==> src/rtl/serdes_ctl_pkg.sv <==
// Shared types for the SerDes mode and direction controller.
package serdes_ctl_pkg;

    // Power sequencing states, in bring-up order.
    typedef enum logic [1:0] {
        PS_DOWN = 2'd0,
        PS_WAIT = 2'd1,
        PS_HOLD = 2'd2,
        PS_RUN  = 2'd3
    } pwr_state_t;

    localparam logic [1:0] MODE_OFF = 2'b00;

endpackage

==> src/rtl/in_sync.sv <==
// Multi-stage synchronizer for a bus of independent asynchronous bits.
// Assumes each bit is a quasi-static level; no bus coherence is implied.
module in_sync #(
    parameter int         W      = 1,
    parameter int         STAGES = 2,
    parameter logic [W-1:0] RST_VAL = '0
) (
    input  logic         clk,
    input  logic         rst_n,
    input  logic [W-1:0] d,
    output logic [W-1:0] q
);
    logic [W-1:0] stg [STAGES];

    // Shift the input through the synchronizer stages.
    always_ff @(posedge clk) begin
        if (!rst_n) begin
            for (int i = 0; i < STAGES; i++) stg[i] <= RST_VAL;
        end else begin
            stg[0] <= d;
            for (int i = 1; i < STAGES; i++) stg[i] <= stg[i-1];
        end
    end

    assign q = stg[STAGES-1];
endmodule

==> src/rtl/ref_watchdog.sv <==
// Reference activity monitor: detects rising edges of the synchronized
// reference and flags a loss when none arrives within TIMEOUT cycles.
// Assumes the reference is slower than clk/2 so no edge is missed.
module ref_watchdog #(
    parameter int TIMEOUT = 256
) (
    input  logic clk,
    input  logic rst_n,
    input  logic ref_lvl,
    output logic ref_edge,
    output logic ref_ok
);
    localparam int CW = $clog2(TIMEOUT);

    logic          ref_prev;
    logic [CW-1:0] idle_cnt;

    // Remember the previous reference level for edge detection.
    always_ff @(posedge clk) begin
        if (!rst_n) ref_prev <= 1'b0;
        else        ref_prev <= ref_lvl;
    end

    assign ref_edge = ref_lvl & ~ref_prev;

    // Count idle cycles; an edge restarts the count and marks the reference good.
    always_ff @(posedge clk) begin
        if (!rst_n) begin
            idle_cnt <= '0;
            ref_ok   <= 1'b0;
        end else if (ref_edge) begin
            idle_cnt <= '0;
            ref_ok   <= 1'b1;
        end else if (idle_cnt == CW'(TIMEOUT - 1)) begin
            ref_ok   <= 1'b0;
        end else begin
            idle_cnt <= idle_cnt + 1'b1;
        end
    end


    edge_sets_ok_chk: assert property (@(posedge clk) disable iff (!rst_n)
        ref_edge |=> ref_ok);
endmodule

==> src/rtl/pwr_seq.sv <==
// Power-down / bring-up sequencer. Holds everything off in power-down,
// waits for a live reference before enabling the PLL, then keeps the core
// in reset for HOLD_EDGES reference edges. Assumes pd and ref_ok are
// already synchronous to clk.
module pwr_seq
    import serdes_ctl_pkg::*;
#(
    parameter int HOLD_EDGES = 16
) (
    input  logic clk,
    input  logic rst_n,
    input  logic pd,
    input  logic ref_ok,
    input  logic ref_edge,
    output logic pll_en,
    output logic core_rst_n,
    output logic run
);
    localparam int HW = (HOLD_EDGES > 1) ? $clog2(HOLD_EDGES) : 1;

    pwr_state_t    state;
    logic [HW-1:0] edge_cnt;

    // Advance the bring-up state machine.
    always_ff @(posedge clk) begin
        if (!rst_n) begin
            state    <= PS_DOWN;
            edge_cnt <= '0;
        end else if (pd) begin
            state    <= PS_DOWN;
            edge_cnt <= '0;
        end else begin
            unique case (state)
                PS_DOWN: state <= PS_WAIT;
                PS_WAIT: begin
                    edge_cnt <= '0;
                    if (ref_ok) state <= PS_HOLD;
                end
                PS_HOLD: begin
                    if (!ref_ok) begin
                        state <= PS_WAIT;
                    end else if (ref_edge) begin
                        if (edge_cnt == HW'(HOLD_EDGES - 1)) state <= PS_RUN;
                        else edge_cnt <= edge_cnt + 1'b1;
                    end
                end
                PS_RUN: if (!ref_ok) state <= PS_WAIT;
                default: state <= PS_DOWN;
            endcase
        end
    end

    assign pll_en     = (state == PS_HOLD) || (state == PS_RUN);
    assign core_rst_n = (state == PS_RUN);
    assign run        = (state == PS_RUN);


    pd_all_off_chk: assert property (@(posedge clk) disable iff (!rst_n)
        pd |=> (!pll_en && !core_rst_n));

    pll_needs_ref_chk: assert property (@(posedge clk) disable iff (!rst_n)
        $rose(pll_en) |-> $past(ref_ok));

    release_on_edge_chk: assert property (@(posedge clk) disable iff (!rst_n)
        $rose(core_rst_n) |-> $past(ref_edge));
endmodule

==> src/rtl/dir_turn.sv <==
// Break-before-make direction control. Drops the active driver when the
// requested direction changes and re-enables only after GAP_CYC idle
// cycles. Assumes dir_req is synchronous to clk. GAP_CYC must be >= 1.
module dir_turn #(
    parameter int GAP_CYC = 1
) (
    input  logic clk,
    input  logic rst_n,
    input  logic run,
    input  logic dir_req,
    output logic drv_ser,
    output logic drv_des
);
    localparam int GW = $clog2(GAP_CYC + 1);

    logic          drv;
    logic          cur_dir;
    logic [GW-1:0] gap_cnt;

    // Manage the driving flag, the latched direction and the idle gap.
    always_ff @(posedge clk) begin
        if (!rst_n) begin
            drv     <= 1'b0;
            cur_dir <= 1'b0;
            gap_cnt <= '0;
        end else if (!run) begin
            drv     <= 1'b0;
            gap_cnt <= '0;
        end else if (drv) begin
            if (dir_req != cur_dir) begin
                drv     <= 1'b0;
                gap_cnt <= '0;
            end
        end else if (gap_cnt == GW'(GAP_CYC - 1)) begin
            drv     <= 1'b1;
            cur_dir <= dir_req;
        end else begin
            gap_cnt <= gap_cnt + 1'b1;
        end
    end

    assign drv_ser = run & drv & cur_dir;
    assign drv_des = run & drv & ~cur_dir;
endmodule

==> src/rtl/serdes_mode_ctrl.sv <==
// Top of the SerDes mode and direction controller. Synchronizes the
// configuration pins, decodes range and multiplier, and ties together the
// reference watchdog, power sequencer and direction turnaround.
// Assumes all inputs other than clk/rst_n are asynchronous levels.
module serdes_mode_ctrl
    import serdes_ctl_pkg::*;
#(
    parameter int SYNC_STAGES = 2,
    parameter int REF_TIMEOUT = 256,
    parameter int HOLD_EDGES  = 16,
    parameter int GAP_CYC     = 1
) (
    input  logic       clk,
    input  logic       rst_n,
    input  logic       sel_a,
    input  logic       sel_b,
    input  logic       dir_in,
    input  logic       mult_sel,
    input  logic       ref_clk,
    output logic       dir_out,
    output logic       ser_en,
    output logic       des_en,
    output logic       mult_frac,
    output logic [1:0] range_code,
    output logic       pll_en,
    output logic       core_rst_n,
    output logic       ref_lost,
    output logic       par_hiz,
    output logic       link_hiz
);
    localparam int NSYNC = 5;

    logic [NSYNC-1:0] raw_in, syn_in;
    logic [1:0]       mode_s;
    logic             dir_s, mult_s, ref_s;
    logic             pd_s, ref_edge, ref_ok, run;

    assign raw_in = {ref_clk, mult_sel, dir_in, sel_b, sel_a};

    in_sync #(.W(NSYNC), .STAGES(SYNC_STAGES), .RST_VAL('0)) u_sync (
        .clk(clk), .rst_n(rst_n), .d(raw_in), .q(syn_in)
    );

    assign mode_s = syn_in[1:0];
    assign dir_s  = syn_in[2];
    assign mult_s = syn_in[3];
    assign ref_s  = syn_in[4];
    assign pd_s   = (mode_s == MODE_OFF);

    ref_watchdog #(.TIMEOUT(REF_TIMEOUT)) u_wd (
        .clk(clk), .rst_n(rst_n), .ref_lvl(ref_s),
        .ref_edge(ref_edge), .ref_ok(ref_ok)
    );

    pwr_seq #(.HOLD_EDGES(HOLD_EDGES)) u_seq (
        .clk(clk), .rst_n(rst_n), .pd(pd_s), .ref_ok(ref_ok),
        .ref_edge(ref_edge), .pll_en(pll_en), .core_rst_n(core_rst_n),
        .run(run)
    );

    dir_turn #(.GAP_CYC(GAP_CYC)) u_turn (
        .clk(clk), .rst_n(rst_n), .run(run), .dir_req(dir_s),
        .drv_ser(ser_en), .drv_des(des_en)
    );

    // Register the range and ratio decode for the serializer configuration.
    always_ff @(posedge clk) begin
        if (!rst_n) begin
            range_code <= 2'b00;
            mult_frac  <= 1'b0;
        end else if (!pd_s && dir_s) begin
            range_code <= mode_s;
            mult_frac  <= mult_s;
        end else begin
            range_code <= 2'b00;
            mult_frac  <= 1'b0;
        end
    end

    assign dir_out  = ~dir_in;
    assign ref_lost = ~ref_ok;
    assign par_hiz  = ~des_en;
    assign link_hiz = ~ser_en;


    ser_then_des_chk: assert property (@(posedge clk) disable iff (!rst_n)
        ser_en |=> !des_en);

    des_then_ser_chk: assert property (@(posedge clk) disable iff (!rst_n)
        des_en |=> !ser_en);

    pd_drivers_off_chk: assert property (@(posedge clk) disable iff (!rst_n)
        pd_s |=> (!ser_en && !des_en));
endmodule

==> config.mk <==
export PLATFORM = sky130hd
export DESIGN_NAME = serdes_mode_ctrl
export DESIGN_NICKNAME = d
export VERILOG_FILES = /design/src/rtl/serdes_ctl_pkg.sv /design/src/rtl/in_sync.sv /design/src/rtl/ref_watchdog.sv /design/src/rtl/pwr_seq.sv /design/src/rtl/dir_turn.sv /design/src/rtl/serdes_mode_ctrl.sv
export SDC_FILE = /design/constraint.sdc
export NUM_CORES = 1
export LEC_CHECK = 0
export ABC_AREA = 1
export CORE_ASPECT_RATIO = 2
export CORE_MARGIN = 5
export CORE_UTILIZATION = 48
export DETAILED_ROUTE_END_ITERATION = 12
export GPL_ROUTABILITY_DRIVEN = 0
export PLACE_DENSITY = 0.74
export SLEW_MARGIN = 20
export SYNTH_ARGS = -nofsm -noshare
export SYNTH_HDL_FRONTEND = slang
export SYNTH_SLANG_ARGS = --single-unit
==> constraint.sdc <==
create_clock -name clk -period 1.3 [get_ports clk]
set_input_delay 0.26 -clock clk [delete_from_list [all_inputs] [get_ports clk]]
set_output_delay 0.26 -clock clk [all_outputs]
set_load 0.005 [all_outputs]
==> results of run 1 <==
==> what timing repair did <==
action	in CTS	in global routing
gates resized for setup	45	25
setup buffers	2	1
endpoints found under the setup margin	18	22
pin swaps	6	10
==> stage by stage <==
stage | std cells | hold slack [ns] | util | worst slack, ns | area, um2
2_1_floorplan | 201 | 0.358 | - | 0.00129 | 1410
3_3_place_gp | 265 | 0.392 | 0.601 | -0.348 | 1750
3_5_place_dp | 265 | 0.397 | 0.601 | -0.402 | 1750
5_1_grt | 275 | 0.227 | 0.679 | -0.267 | 1970
6_report | 275 | 0.200 | 0.679 | -0.226 | 1970
4_1_cts | 274 | 0.410 | 0.647 | -0.210 | 1880
==> metal layers <==
layer / part of all wire / vias up
li1: - / 687
met1: 0.35 / 571
met2: 0.58 / 24
met3: 0.045 / 9
met4: 0.030 / 0
met5: 0 / -
==> cell usage in the layout (no fill, tap or decap), drive strengths merged <==
cell,synthesis,layout
nand3b,1,1
nor3,3,3
nand4,1,1
a21oi,11,11
o21bai,1,1
dlygate4sd2,0,5
buf,0,27
dlymetal6s2s,0,1
a31oi,2,2
dfxtp,31,31
a311oi,1,1
inv,50,50
clkdlybuf4s50,0,5
or2,1,1
o21ai,5,5
clkinv,0,1
ha,6,6
a211oi,1,1
nor2,18,18
clkbuf,1,6
a21o,1,1
nand3,11,11
nand2,56,56
==> state kept, by name (all words and copies together) (netlist names) <==
register and count:
mult_frac 1, range_code 2, u_seq.edge_cnt 4, u_seq.state 2, u_sync.stg 10, u_turn.cur_dir 1
u_turn.drv 1, u_wd.idle_cnt 8, u_wd.ref_ok 1, u_wd.ref_prev 1
==> cell usage after synthesis <==
cell type,instances
a21oi_2,1
a21o_1,1
inv_1,49
nand2_4,1
dfxtp_1,31
a311oi_1,1
inv_4,1
or2_2,1
nand2_2,2
o21ai_0,4
nand3b_1,1
a31oi_1,2
nand2_1,53
o21ai_1,1
nor3_4,1
ha_1,6
nand4_1,1
clkbuf_1,1
a211oi_1,1
o21bai_1,1
nand3_1,11
nor2_1,18
a21oi_1,10
nor3_1,2
==> area by class of cell <==
cell class	count	share of cell area
clock buffers	6	0.0418
repair buffers	38	0.156
multi-input cells	119	0.365
well taps	30	0.0190
flip-flops and latches	31	0.319
clock inverters	1	0.00253
inverters	50	0.0963
==> cells by family after synthesis <==
logic type	after synthesis	share of synthesized area
buffers and inverters	51	0.138
adders and majority gates	6	0.0533
AOI/OAI and AO/OA	22	0.0906
DFF	31	0.441
and+or+nand+nor	91	0.278
==> how the worst max path moves through the flow <==
stage | cells past startpoint | startpoint | endpoint | slack (ns)
4_1_cts | 4 | u_seq.state[0] | pll_en | -0.21
3_3_place_gp | 4 | u_seq.state[0] | ser_en | -0.35
6_report | 4 | u_seq.state[0] | pll_en | -0.23
5_1_grt | 4 | u_seq.state[0] | pll_en | -0.27
3_5_place_dp | 4 | u_seq.state[0] | des_en | -0.40
2_1_floorplan | 4 | u_seq.state[1] | link_hiz | 0.001
==> tightest hold or removal path, stage by stage <==
cell            delay (ns)
dlymetal6s2s_1        0.10
nand2_1               0.06
inv_1                 0.04
==> power by group <==
group,internal [mW],switching [mW],total [mW]
clock network,0.414,0.339,0.753
logic,0.0856,0.0820,0.168
registers,0.977,0.0188,0.996
total,1.48,0.440,1.92
==> impl_metrics.yaml, run 1 <==
min_path:
  hp-start: "dir_in"
  holdPathEnd: "u_sync.stg[0][2]"
  min_path_cells: 3
  hold_path_class: "input pin to register"
final_layout:
  fillers: 254
  drive_above_1_share: 0.278
  area_growth_pct: 40.1
  multi_input_area_um2: 721
  final_nets: 258
  diodes: 0
  ff_latch_area_um2: 631
clock_network:
  clock_latency_ns: 0.29
  ctsHoldBuffers: 0
  cts_tree: "yes"
  path_clk_slew_ns: 0.07
  cts_buffers: 5
  cts_buffer_depth: 2
  clockRootBuffer: "clkbuf_8"
  h-tree-depth: 2
  cts_sinks: 31
sta:
  setup_slack_ns: -0.226
  finalCritPeriodShare: 1.17
  setup_viol_count_final: 12
  skew_ns: 0.00743
  slew_headroom: 0.806
  hold_violations: 0
  rsz0062_at_grt: "yes"
  tightest_slew_ns: 0.290
  tns_ns: -1.27
  slew_viol_final: 0
  finalCriticalPeriod_ns: 1.53
  max_freq_ghz: 0.655
grt:
  antenna_found_initial: 0
  grt_use_met2: 0.292
  grt_use_met3: 0.0516
  gr-total-overflow: 0
  grt_start_max_net_pins: 10
  grt.busiest_layer: "met2"
  grt_first_pass_wirelength_um: 5150
  grt_use_met1: 0.136
  grt_usage: 0.156
  grt_pass1_vias: 1284
detailed_routing:
  wl_um: 2890
  via_count: 1291
  antenna_left: 0
  drc: 0
  via_per_inst: 4.69
  firstDrtPassIters: 4
  drt_iter0_markers: 17
  wl_per_cell_um: 10.5
yosys:
  yosys.area.top_type: "dfxtp_1"
  ys_warn_count: 0
  synth_area_um2: 1410
  yosysSeqAreaShare: 0.440
  synthTopCellsByArea: "dfxtp_1 44%, nand2_1 14%, inv_1 13%"
  yosys.area.top_type_share: 0.440
  syn_inst: 201
  postSynthNetCount: 214
  syn-mean-instance-area_um2: 7.01
  synth.ff_latch_count: 31
  synth_cell_type_count: 24
setup_path:
  cpPeakStageDelay_ns: 0.37
  critPathLaunchType: "register"
  r2r_start: "u_seq.state[0]"
  crit_required_ns: 1.04
  cp.arrival_ns: 1.27
  r2r_slack_ns: -0.14
  critPathBufInv: 2
  slowest_stage: "dfxtp_4"
  reg2reg_to: "u_seq.edge_cnt[0]"
  path_max_fanout: 3
  endpoint_kind: "output pin"
  cp_common_cell: "buf_6"
  r2r_cells: 8
  worst-setup-path-type: "register to output pin"
  cp_cell_sequence: "ha_4 > buf_6 > or2_4 > buf_6"
  critical_path.top_delay_family: "flip-flops"
floorplanning:
  ioPinCount: 18
  coreArea_um2: 2910
  die_x_um: 48.3
  die_h_um: 86.6
  initial_core_util: 0.485
  rows: 28
  die_area_um2: 4180
flow_run:
  maxCapViolCount: 0
place:
  dp_hpwl_um: 2090
  portBuffers: 17
status:
  status: "finished with violations"
  violations: "negative setup slack"
power:
  power.leakage_nw: 1.07
  irDropWorstVdd_uv: 874
  p_total_mw: 1.92
  p_per_area_nw_per_um2: 971
No activity file was read; power rests on OpenSTA's default activity.
==> inputs of run 2 (changes only) <==
--- a/config.mk
+++ b/config.mk
@@ -10,8 +10,9 @@
 export CORE_MARGIN = 5
 export CORE_UTILIZATION = 48
 export DETAILED_ROUTE_END_ITERATION = 12
-export GPL_ROUTABILITY_DRIVEN = 0
+export GPL_ROUTABILITY_DRIVEN = 1
 export PLACE_DENSITY = 0.74
+export SETUP_SLACK_MARGIN = 0.3
 export SLEW_MARGIN = 20
 export SYNTH_ARGS = -nofsm -noshare
 export SYNTH_HDL_FRONTEND = slang
==> run 2 against run 1 <==
Maximum frequency barely moved. Final cell count rose by 4.4%. Critical path type unchanged. Critical path depth rose by 1. The run still ends with negative setup slack left. Clock power rose by 31%. Non-clock buffer count rose by 11. Register-to-register slack got worse by 0.05 ns. Total power rose by 15%. Critical endpoint unchanged. Sequential cell count did not move. Die area did not move.
==> impl_metrics.yaml, run 2 (synthesized netlist as in run 1, its figures left out) <==
status:
  status: "finished with violations"
  violations: "negative setup slack"
sta:
  skew_ns: 0.00899
  slew_headroom: 0.791
  finalCriticalPeriod_ns: 1.53
  tightest_slew_ns: 0.310
  slew_viol_final: 0
  hold_violations: 0
  max_freq_ghz: 0.655
  finalCritPeriodShare: 1.17
  setup_slack_ns: -0.227
  rsz0062_at_grt: "yes"
  setup_viol_count_final: 16
setup_path:
  critPathLaunchType: "register"
  r2r_slack_ns: -0.19
  cp.arrival_ns: 1.27
  reg2reg_to: "u_seq.state[1]"
  worst-setup-path-type: "register to output pin"
  crit_path_end: "pll_en"
  cp_cell_sequence: "buf_6 > inv_4 > ha_4 > or2_4 > buf_6"
  crit_required_ns: 1.04
  critPathBufInv: 3
  r2r_cells: 13
  endpoint_kind: "output pin"
  crit_cells: 5
  crit_path_start: "u_seq.state[0]"
  cpPeakStageDelay_ns: 0.37
  critical_path.top_delay_family: "flip-flops"
  path_max_fanout: 3
  cp_common_cell: "buf_6"
  r2r_start: "u_seq.state[1]"
  slowest_stage: "dfxtp_4"
final_layout:
  final_cell_mix: "44 x nand2_1, 40 x inv_1, 26 x dfxtp_1"
  top_regs: "u_sync.stg x10, u_wd.idle_cnt x8, u_seq.edge_cnt x4"
  finish.utilization: 0.762
  diodes: 0
  fin_cells: 287
  final_common_cell: "nand2_1"
  drive_above_1_share: 0.424
  final_nets: 269
  top_register: "u_sync.stg"
  area_growth_pct: 57.3
  largest_reg_flops: 10
place:
  dp.cells: 267
  gp_congestion: 0.819
  portBuffers: 17
  dp_hpwl_um: 2290
floorplanning:
  rows: 28
  die_x_um: 48.3
  die_h_um: 86.6
  ioPinCount: 18
  die_area_um2: 4180
  initial_core_util: 0.485
  coreArea_um2: 2910
clock_network:
  ctsHoldBuffers: 0
  clock_latency_ns: 0.29
  path_clk_slew_ns: 0.07
  cts_buffers: 5
  clockRootBuffer: "clkbuf_8"
  cts_tree: "yes"
  cts_buffer_depth: 2
  cts_sinks: 31
  h-tree-depth: 2
power:
  power.leakage_nw: 1.15
  p_per_area_nw_per_um2: 994
  irDropWorstVdd_uv: 1200
detailed_routing:
  via_per_inst: 4.76
  drc: 0
  firstDrtPassIters: 4
  wl_per_cell_um: 11.8
  antenna_left: 0
  via_count: 1366
  drt_iter0_markers: 30
  wl_um: 3380
grt:
  grt_first_pass_wirelength_um: 5700
  gr-total-overflow: 0
  grt_usage: 0.174
  grt_pass1_vias: 1409
  antenna_found_initial: 0
  grt_start_max_net_pins: 11
min_path:
  hold_path_class: "input pin to register"
flow_run:
  maxCapViolCount: 0
-- run 2: cell types whose count changed in the layout (fill, tap and decap cells not counted), sizes merged --
cell | before | now
buf | 27 | 43
bufinv | 0 | 1
clkdlybuf4s50 | 5 | 4
dlygate4sd2 | 5 | 2
dlymetal6s2s | 1 | 0
-- run 2: how the worst min path moves through the flow --
stage                                 from          endpoint  slack, ns  depth (start not counted)
after CTS                           dir_in  u_sync.stg[0][2]       0.30                          3
final                               dir_in  u_sync.stg[0][2]       0.30                          3
after global placement    u_sync.stg[0][2]  u_sync.stg[0][7]       0.39                          2
after floorplan                      sel_a  u_sync.stg[0][0]       0.36                          2
after detailed placement  u_sync.stg[0][4]  u_sync.stg[0][9]       0.40                          2
after global routing                dir_in  u_sync.stg[0][2]       0.35                          3
-- run 2: routing by layer --
layer	up-vias	GRT usage	wire [um]
li1	711	-	-
met1	611	0.145	1170
met2	28	0.338	1920
met3	16	0.0379	114
met4	0	0.128	178
met5	-	0	0
-- run 2: cell type report --
class / count / area (um2)
Clock inverter: 2 / 35.0
Multi-Input combinational cell: 119 / 821
Clock buffer: 6 / 82.6
Sequential cell: 31 / 634
Tap cell: 30 / 37.5
Inverter: 50 / 200
Fill cell: 218 / 692
Timing Repair Buffer: 49 / 405
-- run 2: power breakdown --
group,total [mW],internal (mW),switching [mW],leakage [nW]
Clock,0.989,0.620,0.369,0.0612
Combinational,0.218,0.112,0.106,0.832
Sequential,0.995,0.976,0.0189,0.256
-- run 2: per-stage QoR --
| step | setup TNS (ns) | hold slack [ns] | total power [mW] | instance area (um2) | setup slack [ns] |
|---|---|---|---|---|---|
| after detailed placement | -2.44 | 0.397 | 1.19 | 1890 | -0.258 |
| after floorplan | 0 | 0.358 | 1.10 | 1540 | 0.129 |
| after global placement | -2.26 | 0.392 | 1.18 | 1890 | -0.236 |
| after CTS | -1.92 | 0.295 | 2.20 | 2140 | -0.237 |
| final | -1.68 | 0.299 | 2.20 | 2220 | -0.227 |
| after global routing | -2.89 | 0.349 | 2.30 | 2220 | -0.283 |
-- run 2: worst register-to-register path, delay by kind of cell, from the launching register on --
kind	cells	cell delay [ns]
buffers and inverters	6	0.49
adder cells (fa/ha/maj)	1	0.16
flip-flops	1	0.36
AND/OR/NAND/NOR	6	0.42
-- run 2: timing repair --
action	CTS	global route
gates cloned	0	0
hold endpoints to repair	0	0
buffers inserted	11	1
pin swaps	23	17
setup endpoints to repair	30	26
gates resized for setup	75	22
